--- src/rtl/i2cm_pkg.sv ---
package i2cm_pkg;

  typedef enum logic [1:0] {
    SEG_START,
    SEG_RESTART,
    SEG_STOP,
    SEG_BYTE
  } segKind_e;

  typedef enum logic [2:0] {
    ST_IDLE,
    ST_START,
    ST_RESTART,
    ST_STOP,
    ST_XFER,
    ST_HOLD
  } ctlState_e;

  // strobes from control to the bit engine
  typedef struct packed {
    logic     load;      // begin a new segment of kind below
    logic     abort;     // drop the bus immediately
    segKind_e kind;
    logic     rxDir;     // byte segment: master receives
    logic     ackLevel;  // level driven in the ack slot when receiving
  } ctlStrobes_t;

  localparam int unsigned BYTE_BITS = 8;

endpackage

--- src/rtl/i2cm_ctrl.sv ---
module i2cm_ctrl
  import i2cm_pkg::*;
(
  input  logic        clk,
  input  logic        rstN,
  input  logic        unitEn,
  input  logic        regWr,
  input  logic        wrAck,
  input  logic        wrRestart,
  input  logic        wrStop,
  input  logic        wrRun,
  input  logic        rxMode,
  input  logic        segDone,
  output ctlStrobes_t stb,
  output logic        ackLvl,
  output logic        busy,
  output logic        waitAck,
  output logic        donePulse,
  output logic        inXfer
);

  ctlState_e state, nxt;
  logic      abortReq;
  logic      enterWait;
  logic      doneQ;

  assign abortReq = regWr && !wrRun && (state != ST_IDLE);

  always_comb begin
    nxt          = state;
    stb          = '0;
    stb.kind     = SEG_BYTE;
    stb.ackLevel = ackLvl;
    enterWait    = 1'b0;
    if (abortReq) begin
      nxt       = ST_IDLE;
      stb.abort = 1'b1;
    end else begin
      unique case (state)
        ST_IDLE: begin
          if (regWr && wrRun && unitEn) begin
            nxt      = ST_START;
            stb.load = 1'b1;
            stb.kind = SEG_START;
          end
        end
        ST_START, ST_RESTART: begin
          if (segDone) begin
            nxt       = ST_XFER;
            stb.load  = 1'b1;
            stb.kind  = SEG_BYTE;
            stb.rxDir = 1'b0;      // address byte is always sent
          end
        end
        ST_XFER: begin
          if (segDone) begin
            nxt       = ST_HOLD;
            enterWait = 1'b1;
          end
        end
        ST_HOLD: begin
          if (regWr && wrRun) begin
            stb.load = 1'b1;
            if (wrStop) begin          // stop outranks restart
              nxt      = ST_STOP;
              stb.kind = SEG_STOP;
            end else if (wrRestart) begin
              nxt      = ST_RESTART;
              stb.kind = SEG_RESTART;
            end else begin
              nxt       = ST_XFER;
              stb.kind  = SEG_BYTE;
              stb.rxDir = rxMode;
            end
          end
        end
        ST_STOP: begin
          if (segDone) nxt = ST_IDLE;
        end
        default: nxt = ST_IDLE;
      endcase
    end
  end

  always_ff @(posedge clk or negedge rstN) begin
    if (!rstN) begin
      state  <= ST_IDLE;
      ackLvl <= 1'b0;
      doneQ  <= 1'b0;
    end else begin
      state <= nxt;
      doneQ <= enterWait;
      if (regWr) ackLvl <= wrAck;
    end
  end

  assign busy      = (state != ST_IDLE);
  assign waitAck   = (state == ST_HOLD);
  assign inXfer    = (state == ST_XFER);
  assign donePulse = doneQ;

endmodule

--- src/rtl/i2cm_datapath.sv ---
module i2cm_datapath
  import i2cm_pkg::*;
#(
  parameter int unsigned PHASE_CYCLES = 125
) (
  input  logic        clk,
  input  logic        rstN,
  input  ctlStrobes_t stb,
  input  logic [7:0]  txByte,
  input  logic        sdaIn,
  output logic        segDone,
  output logic        sclDrvLow,
  output logic        sdaDrvLow,
  output logic        ackSeen,
  output logic [7:0]  rxData
);

  localparam int unsigned CNT_W = (PHASE_CYCLES > 1) ? $clog2(PHASE_CYCLES) : 1;
  localparam logic [CNT_W-1:0] CNT_LAST = CNT_W'(PHASE_CYCLES - 1);
  localparam logic [3:0] ACK_SLOT = 4'(BYTE_BITS);

  logic             active;
  segKind_e         kind;
  logic             curRx;
  logic [CNT_W-1:0] divCnt;
  logic [1:0]       phase;
  logic [3:0]       bitIdx;
  logic [7:0]       shiftReg;
  logic             sclLvl, sdaLvl;
  logic             tick, lastBit, bitLevel;
  logic [1:0]       phaseNext;

  // {scl, sda} levels for each phase of a bus condition
  function automatic logic [1:0] condLevels(input segKind_e k, input logic [1:0] p);
    unique case (k)
      SEG_START:   return p[1] ? 2'b10 : 2'b11;
      SEG_RESTART: return (p == 2'd0) ? 2'b01 : ((p == 2'd1) ? 2'b11 : 2'b10);
      SEG_STOP:    return (p == 2'd0) ? 2'b00 : ((p == 2'd1) ? 2'b10 : 2'b11);
      default:     return 2'b00;
    endcase
  endfunction

  assign tick      = active && (divCnt == CNT_LAST);
  assign lastBit   = (kind != SEG_BYTE) || (bitIdx == ACK_SLOT);
  assign segDone   = tick && (phase == 2'd3) && lastBit;
  assign phaseNext = phase + 2'd1;

  always_comb begin
    if (bitIdx == ACK_SLOT) bitLevel = curRx ? stb.ackLevel : 1'b1;
    else                    bitLevel = curRx ? 1'b1 : shiftReg[7];
  end

  always_ff @(posedge clk or negedge rstN) begin
    if (!rstN) begin
      active   <= 1'b0;
      kind     <= SEG_BYTE;
      curRx    <= 1'b0;
      divCnt   <= '0;
      phase    <= '0;
      bitIdx   <= '0;
      shiftReg <= '0;
      sclLvl   <= 1'b1;
      sdaLvl   <= 1'b1;
      ackSeen  <= 1'b0;
      rxData   <= '0;
    end else if (stb.abort) begin
      active <= 1'b0;
      divCnt <= '0;
      sclLvl <= 1'b1;
      sdaLvl <= 1'b1;
    end else if (stb.load) begin
      active   <= 1'b1;
      kind     <= stb.kind;
      curRx    <= stb.rxDir;
      divCnt   <= '0;
      phase    <= '0;
      bitIdx   <= '0;
      shiftReg <= txByte;
      if (stb.kind == SEG_BYTE) sclLvl <= 1'b0;
      else {sclLvl, sdaLvl} <= condLevels(stb.kind, 2'd0);
    end else if (active) begin
      divCnt <= tick ? '0 : divCnt + 1'b1;
      if (tick) begin
        if ((phase == 2'd2) && (kind == SEG_BYTE)) begin
          if (bitIdx != ACK_SLOT) shiftReg <= {shiftReg[6:0], sdaIn};
          else if (curRx)         rxData   <= shiftReg;
          else                    ackSeen  <= sdaIn;
        end
        if (phase == 2'd3) begin
          if (lastBit) begin
            active <= 1'b0;
            if (kind == SEG_BYTE) sclLvl <= 1'b0;
          end else begin
            bitIdx <= bitIdx + 1'b1;
            phase  <= 2'd0;
            sclLvl <= 1'b0;
          end
        end else begin
          phase <= phaseNext;
          if (kind == SEG_BYTE) begin
            sclLvl <= phaseNext[1];
            if (phaseNext == 2'd1) sdaLvl <= bitLevel;
          end else begin
            {sclLvl, sdaLvl} <= condLevels(kind, phaseNext);
          end
        end
      end
    end
  end

  assign sclDrvLow = !sclLvl;
  assign sdaDrvLow = !sdaLvl;

endmodule

--- src/rtl/i2c_byte_master.sv ---
module i2c_byte_master
  import i2cm_pkg::*;
#(
  parameter int unsigned PHASE_CYCLES = 125
) (
  input  logic       clk,
  input  logic       rstN,
  input  logic       unitEn,
  input  logic       regWr,
  input  logic [7:0] regWdata,
  output logic [7:0] regRdata,
  input  logic [7:0] txByte,
  input  logic       rxMode,
  output logic [7:0] rxByte,
  output logic       busy,
  output logic       waitAck,
  output logic       slaveAck,
  output logic       donePulse,
  input  logic       sdaIn,
  output logic       sclDrvLow,
  output logic       sdaDrvLow
);

  ctlStrobes_t stb;
  logic        segDone;
  logic        ackLvl;
  logic        inXfer;
  logic        unusedRsvd;

  assign unusedRsvd = ^regWdata[6:3];

  i2cm_ctrl u_ctrl (
    .clk       (clk),
    .rstN      (rstN),
    .unitEn    (unitEn),
    .regWr     (regWr),
    .wrAck     (regWdata[7]),
    .wrRestart (regWdata[2]),
    .wrStop    (regWdata[1]),
    .wrRun     (regWdata[0]),
    .rxMode    (rxMode),
    .segDone   (segDone),
    .stb       (stb),
    .ackLvl    (ackLvl),
    .busy      (busy),
    .waitAck   (waitAck),
    .donePulse (donePulse),
    .inXfer    (inXfer)
  );

  i2cm_datapath #(.PHASE_CYCLES(PHASE_CYCLES)) u_dp (
    .clk       (clk),
    .rstN      (rstN),
    .stb       (stb),
    .txByte    (txByte),
    .sdaIn     (sdaIn),
    .segDone   (segDone),
    .sclDrvLow (sclDrvLow),
    .sdaDrvLow (sdaDrvLow),
    .ackSeen   (slaveAck),
    .rxData    (rxByte)
  );

  assign regRdata = {ackLvl, 6'b0, busy};

endmodule

--- config.mk ---
export PLATFORM = sky130hd
export DESIGN_NAME = i2c_byte_master
export DESIGN_NICKNAME = d
export VERILOG_FILES = /design/src/rtl/i2cm_pkg.sv /design/src/rtl/i2cm_ctrl.sv /design/src/rtl/i2cm_datapath.sv /design/src/rtl/i2c_byte_master.sv
export SDC_FILE = /design/constraint.sdc
export NUM_CORES = 1
export LEC_CHECK = 0
export BUFFER_PORTS_ARGS = -buffer_cell sky130_fd_sc_hd__buf_2
export CAP_MARGIN = 40
export CORE_MARGIN = 2
export CORE_UTILIZATION = 35
export DETAILED_ROUTE_END_ITERATION = 8
export SYNTH_ARGS = -nofsm -noshare
export SYNTH_HDL_FRONTEND = slang
export SYNTH_SLANG_ARGS = --single-unit
--- constraint.sdc ---
create_clock -name clk -period 2.4 [get_ports clk]
set_input_delay 0.12 -clock clk [delete_from_list [all_inputs] [get_ports clk]]
set_output_delay 0.12 -clock clk [all_outputs]
set_load 0.01 [all_outputs]
==> impl_metrics.py, run 1 <==
metrics = {
    "outcome": {
        "status": "finished clean",
    },
    "min_path": {
        "hp-class": "primary input to register",
        "hold_start": "regWdata[7]",
    },
    "detailed_routing": {
        "vias": 1884,
        "wl_per_cell_um": 14.4,
        "viasPerCell": 5.26,
        "wl_met3_um": 213,
        "highest_layer": "met4",
        "routed_wl_um": 5170,
        "route.met2.wl_um": 2390,
        "firstDrtPassIters": 6,
        "drc_errors": 0,
        "wl_met1_um": 2450,
        "dr.first_iter.drc_count": 116,
        "drtAntennaViolNets": 0,
    },
    "pwr": {
        "p_int_mw": 1.48,
        "peakVddDrop_mv": 0.254,
        "pwr-share-comb_pct": 27.7,
        "p_clk_share_pct": 26.3,
        "leakage_nw": 1.29,
        "sw_frac_of_total_pct": 31.7,
        "switching_power_mw": 0.687,
        "pwr-share-seq_pct": 46.0,
        "powerDensity_nw_per_um2": 781,
    },
    "timing": {
        "skew_ps": 5.53,
        "hold_viol": 0,
        "period_needed_ps": 2170,
        "hold_ws_ps": 31.8,
        "setup-violations-final": 0,
        "relSlewSlack_pct": 63.7,
        "fin_crit_sh_pct": 90.6,
        "fmax_ghz": 0.460,
        "fin_tns_setup_ps": 0,
        "tightest_slew_ps": 543,
        "rsz0062_at_grt": "false",
        "drv_slew": 0,
    },
    "synthesis": {
        "synth_warnings": 0,
        "ys.flop_type": "dfrtp_1",
        "netlist.area_leader.share_pct": 38.6,
        "ys_types": 60,
        "synth_top_area_cell": "dfrtp_1",
        "yosysMostFrequentCell": "dfrtp_1",
        "yosys-top-cells-count": "dfrtp_1 (37), nand2_1 (21), nor2_1 (18), inv_1 (12), o21ai_0 (9)",
        "avgSynthCellArea_um2": 9.99,
        "ys_async_sr_fraction_pct": 100,
        "synth-seq-cells": 41,
        "synth_area_um2": 2400,
        "synthTopCellsByArea": "dfrtp_1 (39%), dfstp_2 (4.4%), ha_1 (3.7%)",
        "synth_edf_count": 0,
        "ys_seq_area_share_pct": 43.0,
        "syn_inst": 240,
    },
    "global_route": {
        "grt.overflow.total": 0,
        "grt_max_degree": 25,
        "grt_antenna_before_repair": 0,
        "grt_pass1_wl_um": 9030,
        "grt_pass1_vias": 1897,
        "track_usage_pct": 15.1,
    },
    "clocking": {
        "worst_skew_pair.late_latency_ps": 290,
        "cts_buffer_depth": 2,
        "ctsResizeCount": 0,
        "hold_buffers": 1,
        "cts_root_buf": "clkbuf_8",
        "clk_transition_reported_paths_ps": 80,
        "cts.sinks": 41,
        "cts_made_buffers": 5,
        "cts_tree": "built",
        "postCtsSetupBuffers": 0,
        "h-tree-depth": 2,
    },
    "floorplanning": {
        "start_util_pct": 35.7,
        "die_w_um": 86.8,
        "die_h_um": 86.8,
        "num_io_pins": 44,
        "core_area_um2": 6720,
        "fp-row-count": 30,
        "die_area_um2": 7530,
    },
    "setup_path": {
        "crit_path_end_kind": "register",
        "crit_slowest_cell": "a21oi_2",
        "critical_path_class": "register to register",
        "critical_path_required_ps": 2630,
        "cp_slowest_stage_delay_ps": 440,
        "start_kind": "register",
        "path_cells": "inv_1, ha_1, and4_1, and2_1, a21oi_2, nor3b_1, a22o_1",
        "worst-path-max-fanout": 8,
        "cp-startpoint": "u_dp.divCnt[1]$_DFFE_PN0P_",
        "critical_path_arrival_ps": 2410,
        "reg2reg_from": "u_dp.divCnt[1]$_DFFE_PN0P_",
    },
    "final_layout": {
        "drive_gt1_share_pct": 26.6,
        "fin_nets": 306,
        "area_growth_syn_to_layout_pct": 15.6,
        "num_antenna_cells": 0,
        "nFillCells": 667,
    },
    "run": {
        "drv_cap": 0,
    },
    "placed_design": {
        "hpwl_um": 3980,
        "place_congestion": 0.843,
        "portBuffers": 33,
    },
}
## per-layer routing
layer | up-vias | global-route usage (%)
met3 | 9 | 3.24
met1 | 907 | 20.8
li1 | 930 | -
met5 | - | 0
met2 | 38 | 23.0
met4 | 0 | 5.97
## cells by family (layout without fill, tap and decap cells)
kind of cell	Yosys count	in the layout	share of synthesized area, %
adders and majority gates	7	7	3.65
and+or+nand+nor	84	84	19.1
buffers and inverters	30	63	7.20
other	1	6	0.156
AOI/OAI and AO/OA	59	59	18.9
xor gates and xnor gates	7	7	2.56
muxes	11	11	5.37
DFF	41	41	43.0
## critical path, delay by kind of cell, from the launching register on
kind            cells  cell delay, ps
simple gates        3             820
compound gates      2             600
flops               1             420
fa+ha+maj           1             210
buf+inv             1              60
## layout by cell type (no fill, tap or decap), types with 4 or more instances in the layout
cell type | synthesis | routed
nor3_1 | 5 | 5
xor2_1 | 7 | 7
conb_1 | 1 | 6
clkbuf_8 | 0 | 6
nand3b_1 | 4 | 4
dfstp_2 | 4 | 4
ha_1 | 7 | 7
inv_1 | 12 | 12
o21ai_0 | 9 | 9
a21oi_1 | 8 | 8
dfrtp_1 | 37 | 37
nor2_1 | 18 | 18
nand2_1 | 21 | 21
buf_4 | 8 | 7
o22ai_1 | 7 | 7
nand4_1 | 6 | 6
buf_2 | 6 | 33
nand3_1 | 7 | 7
a2bb2oi_1 | 7 | 7
mux2_2 | 7 | 7
## path summary, 6_finish.rpt
path | to | slack (ps) | depth (start not counted)
min in group asynchronous | u_dp.divCnt[2]$_DFFE_PN0P_ | 300 | 2
max reg2reg | u_dp.phase[1]$_DFFE_PN0P_ | 230 | 7
min | u_ctrl.ackLvl$_DFFE_PN0P_ | 30 | 3
max | u_dp.phase[1]$_DFFE_PN0P_ | 230 | 7
max in group asynchronous | u_dp.sdaLvl$_DFFE_PN1P_ | 1550 | 3
min reg2reg | u_dp.rxData[3]$_DFFE_PN0P_ | 500 | 1
## registers in the layout, indices dropped and copies added (netlist names)
signal            flops
u_dp.kind             2
u_dp.rxData           8
u_dp.bitIdx           4
u_ctrl.ackLvl         1
u_ctrl.donePulse      1
u_dp.phase            2
u_dp.ackSeen          1
u_dp.curRx            1
u_dp.active           1
u_dp.sclLvl           1
u_dp.shiftReg         8
u_dp.divCnt           7
u_dp.sdaLvl           1
u_ctrl.state          3
## cell type report
cell class / instances / area [µm²] / area share [%]
Sequential cell: 41 / 1030 / 37.2
Tap cell: 80 / 100 / 3.61
Multi-Input combinational cell: 174 / 1210 / 43.8
Clock buffer: 7 / 86.3 / 3.11
Clock inverter: 1 / 30.0 / 1.08
Timing Repair Buffer: 43 / 268 / 9.65
Inverter: 12 / 45.0 / 1.62
## power by group through the flow
stage               clock, mW  combinational, mW  sequential, mW
finish                  0.569              0.600           0.997
global route            0.618              0.675            1.02
CTS                     0.596              0.606           0.996
detailed placement          0              0.601            1.01
global placement            0              0.588            1.01
floorplan                   0              0.458           0.956
## stage by stage
step	power, mW	cell area [µm²]	cells	utilization (%)	worst slack [ps]
floorplan	1.41	2420	245	-	423
global placement	1.60	2630	348	39.1	298
detailed placement	1.61	2650	349	39.4	279
CTS	2.20	2770	358	41.3	252
global route	2.31	2770	358	41.3	6.40
finish	2.17	2770	358	41.3	226
(Power assumes the default switching activity.)
==> run 2: changes to the inputs <==
- ABC_AREA: unset -> 1
- BUFFER_PORTS_ARGS: -buffer_cell sky130_fd_sc_hd__buf_2 -> -buffer_cell sky130_fd_sc_hd__buf_4
- CAP_MARGIN: 40 -> unset
==> impl_metrics.py, run 2 <==
metrics = {
    "pwr": {
        "pwr-share-seq_pct": 38.5,
        "sw_frac_of_total_pct": 37.2,
        "p_int_mw": 1.67,
        "p_clk_share_pct": 25.6,
        "pwr-share-comb_pct": 35.9,
        "switching_power_mw": 0.990,
        "leakage_nw": 1.48,
        "powerDensity_nw_per_um2": 911,
        "peakVddDrop_mv": 0.320,
    },
    "global_route": {
        "grt_pass1_wl_um": 8920,
        "track_usage_pct": 14.5,
        "grt_max_degree": 42,
        "grt.overflow.total": 0,
        "grt_pass1_vias": 1994,
        "grt_antenna_before_repair": 0,
    },
    "synthesis": {
        "synth_mux_area_share_pct": 0.458,
        "synth_top_area_cell": "dfrtp_1",
        "synth_area_um2": 2460,
        "synthXorXnorAreaFrac_pct": 1.43,
        "ys_async_sr_fraction_pct": 100,
        "synth_top_family_by_area": "simple AND/OR/NAND/NOR gates",
        "ys_seq_area_share_pct": 42.0,
        "avgSynthCellArea_um2": 7.60,
        "synthSimpleGateAreaFrac_pct": 34.1,
        "ys_types": 32,
        "netlist.area_leader.share_pct": 37.7,
        "yosys-top-cells-count": "nand2_1 (79), nor2_1 (39), dfrtp_1 (37), inv_1 (35), nand3_1 (24)",
        "synthTopCellsByArea": "dfrtp_1 (38%), nand2_1 (12%), nor2_1 (6.0%)",
        "synth-seq-cells": 41,
        "synth_warnings": 0,
        "yosysMostFrequentCell": "nand2_1",
        "synth_edf_count": 0,
        "synth_compound_area_share_pct": 8.10,
        "ys.flop_type": "dfrtp_1",
        "synthAdderAreaFrac_pct": 3.57,
        "syn_inst": 323,
    },
    "detailed_routing": {
        "drtAntennaViolNets": 0,
        "routed_wl_um": 4980,
        "firstDrtPassIters": 4,
        "viasPerCell": 4.63,
        "drc_errors": 0,
        "vias": 2108,
        "dr.first_iter.drc_count": 62,
        "wl_per_cell_um": 10.9,
    },
    "final_layout": {
        "drive_gt1_share_pct": 19.5,
        "final_cell_mix": "nand2_1 (79), nor2_1 (39), dfrtp_1 (37)",
        "final_common_cell": "nand2_1",
        "fin_nets": 387,
        "num_antenna_cells": 0,
        "fin_util_pct": 42.9,
        "area_growth_syn_to_layout_pct": 18.7,
        "top_regs": "u_dp.rxData (8), u_dp.shiftReg (8), u_dp.divCnt (7)",
    },
    "clocking": {
        "cts_made_buffers": 5,
        "worst_skew_pair.late_latency_ps": 300,
        "cts.sinks": 41,
        "cts_root_buf": "clkbuf_8",
        "cts_tree": "built",
        "h-tree-depth": 2,
        "postCtsSetupBuffers": 0,
        "cts_buffer_depth": 2,
        "clk_transition_reported_paths_ps": 80,
    },
    "floorplanning": {
        "die_h_um": 87.8,
        "die_area_um2": 7700,
        "num_io_pins": 44,
        "start_util_pct": 36.2,
        "fp-row-count": 30,
        "core_area_um2": 6790,
        "die_w_um": 87.8,
    },
    "placed_design": {
        "place_congestion": 0.816,
        "portBuffers": 33,
        "hpwl_um": 3710,
    },
    "timing": {
        "rsz0062_at_grt": "false",
        "skew_ps": 7.93,
        "fmax_ghz": 0.472,
        "tightest_slew_ps": 513,
        "relSlewSlack_pct": 65.8,
        "period_needed_ps": 2120,
        "drv_slew": 0,
        "setup-violations-final": 0,
        "hold_viol": 0,
        "fin_crit_sh_pct": 88.3,
        "fin_tns_setup_ps": 0,
    },
    "setup_path": {
        "r2r_end": "u_dp.sclLvl$_DFFE_PN1P_",
        "critical_path_class": "register to register",
        "critical_path_arrival_ps": 2360,
        "critical_path_required_ps": 2640,
        "crit_path_end_kind": "register",
        "cp-startpoint": "u_dp.bitIdx[0]$_DFFE_PN0P_",
        "start_kind": "register",
        "regToRegSetupSlack_ps": 280,
        "reg2reg_from": "u_dp.bitIdx[0]$_DFFE_PN0P_",
        "rr_worst_depth": 11,
        "worst-path-max-fanout": 16,
    },
    "run": {
        "drv_cap": 0,
    },
    "min_path": {
        "hold_path_depth": 3,
        "hold_start": "sdaIn",
        "hold_end": "u_dp.ackSeen$_DFFE_PN0P_",
        "hp-class": "primary input to register",
    },
    "outcome": {
        "status": "finished clean",
    },
}
## run 2: what timing repair did
item | in CTS | in global routing
hold buffers | 1 | 0
hold endpoints to repair | 37 | 0
resized for setup | 0 | 0
## run 2: cell type report
class | count | area (µm²)
fill | 704 | 3880
multi-input combinational | 235 | 1190
sequential | 41 | 1030
timing repair buffer | 36 | 285
inverter | 39 | 149
tap | 96 | 120
clock buffer | 5 | 68.8
clock inverter | 3 | 68.8
## run 2: cells by family (layout without fill, tap and decap cells)
logic type / count (synthesis) / in the layout
AO/OA/AOI/OAI: 38 / 38
XOR/XNOR: 4 / 4
adder cells (fa/ha/maj): 7 / 7
buffers and inverters: 52 / 83
flip-flops: 41 / 41
multiplexers: 1 / 1
other: 1 / 6
AND/OR/NAND/NOR: 179 / 179
## run 2: per-stage QoR
| step | instance area [µm²] | total power, mW | hold WS [ps] | std cells | setup WS (ps) |
|---|---|---|---|---|---|
| floorplan | 2470 | 1.73 | -176 | 328 | 639 |
| detailed placement | 2770 | 1.99 | 139 | 446 | 301 |
| finish | 2920 | 2.66 | 53.9 | 455 | 280 |
| global route | 2920 | 2.88 | 59.7 | 455 | 24.0 |
| CTS | 2920 | 2.69 | 51.3 | 455 | 282 |
| global placement | 2770 | 1.98 | 144 | 446 | 290 |
## run 2: power by group through the flow
| stage | clock network [mW] | registers [mW] | logic (mW) |
|---|---|---|---|
| after global placement | 0 | 1.03 | 0.944 |
| final | 0.680 | 1.02 | 0.954 |
| after CTS | 0.695 | 1.03 | 0.965 |
| after global routing | 0.723 | 1.05 | 1.10 |
| after detailed placement | 0 | 1.04 | 0.955 |
| after floorplan | 0 | 1.00 | 0.728 |
## run 2: how the worst max path moves through the flow
| stage | to | slack (ps) | cells past startpoint |
|---|---|---|---|
| final | u_dp.sclLvl$_DFFE_PN1P_ | 280 | 11 |
| after global routing | u_dp.sclLvl$_DFFE_PN1P_ | 20 | 13 |
| after CTS | u_dp.sclLvl$_DFFE_PN1P_ | 280 | 13 |
| after detailed placement | u_dp.sclLvl$_DFFE_PN1P_ | 300 | 13 |
| after global placement | u_dp.sclLvl$_DFFE_PN1P_ | 290 | 13 |
| after floorplan | u_dp.rxData[7]$_DFFE_PN0P_ | 640 | 12 |
## run 2: worst max-delay path, stage by stage (launching register included)
cell and delay [ps]:
dfrtp_1 400, inv_1 110, ha_1 180, nand3_2 130
a21oi_1 260, nand3_1 170, nand2_2 170, nand2_4 160
inv_1 220, o21ai_0 140, nand2_1 80, nand2_1 50
## run 2: per-layer routing
layer / GRT usage, % / part of all wire [%] / wire length [µm]
met5: 0 / 0 / 0
met4: 3.36 / 0.76 / 38
met3: 3.20 / 3.6 / 178
met2: 22.9 / 45 / 2260
met1: 20.2 / 50 / 2500
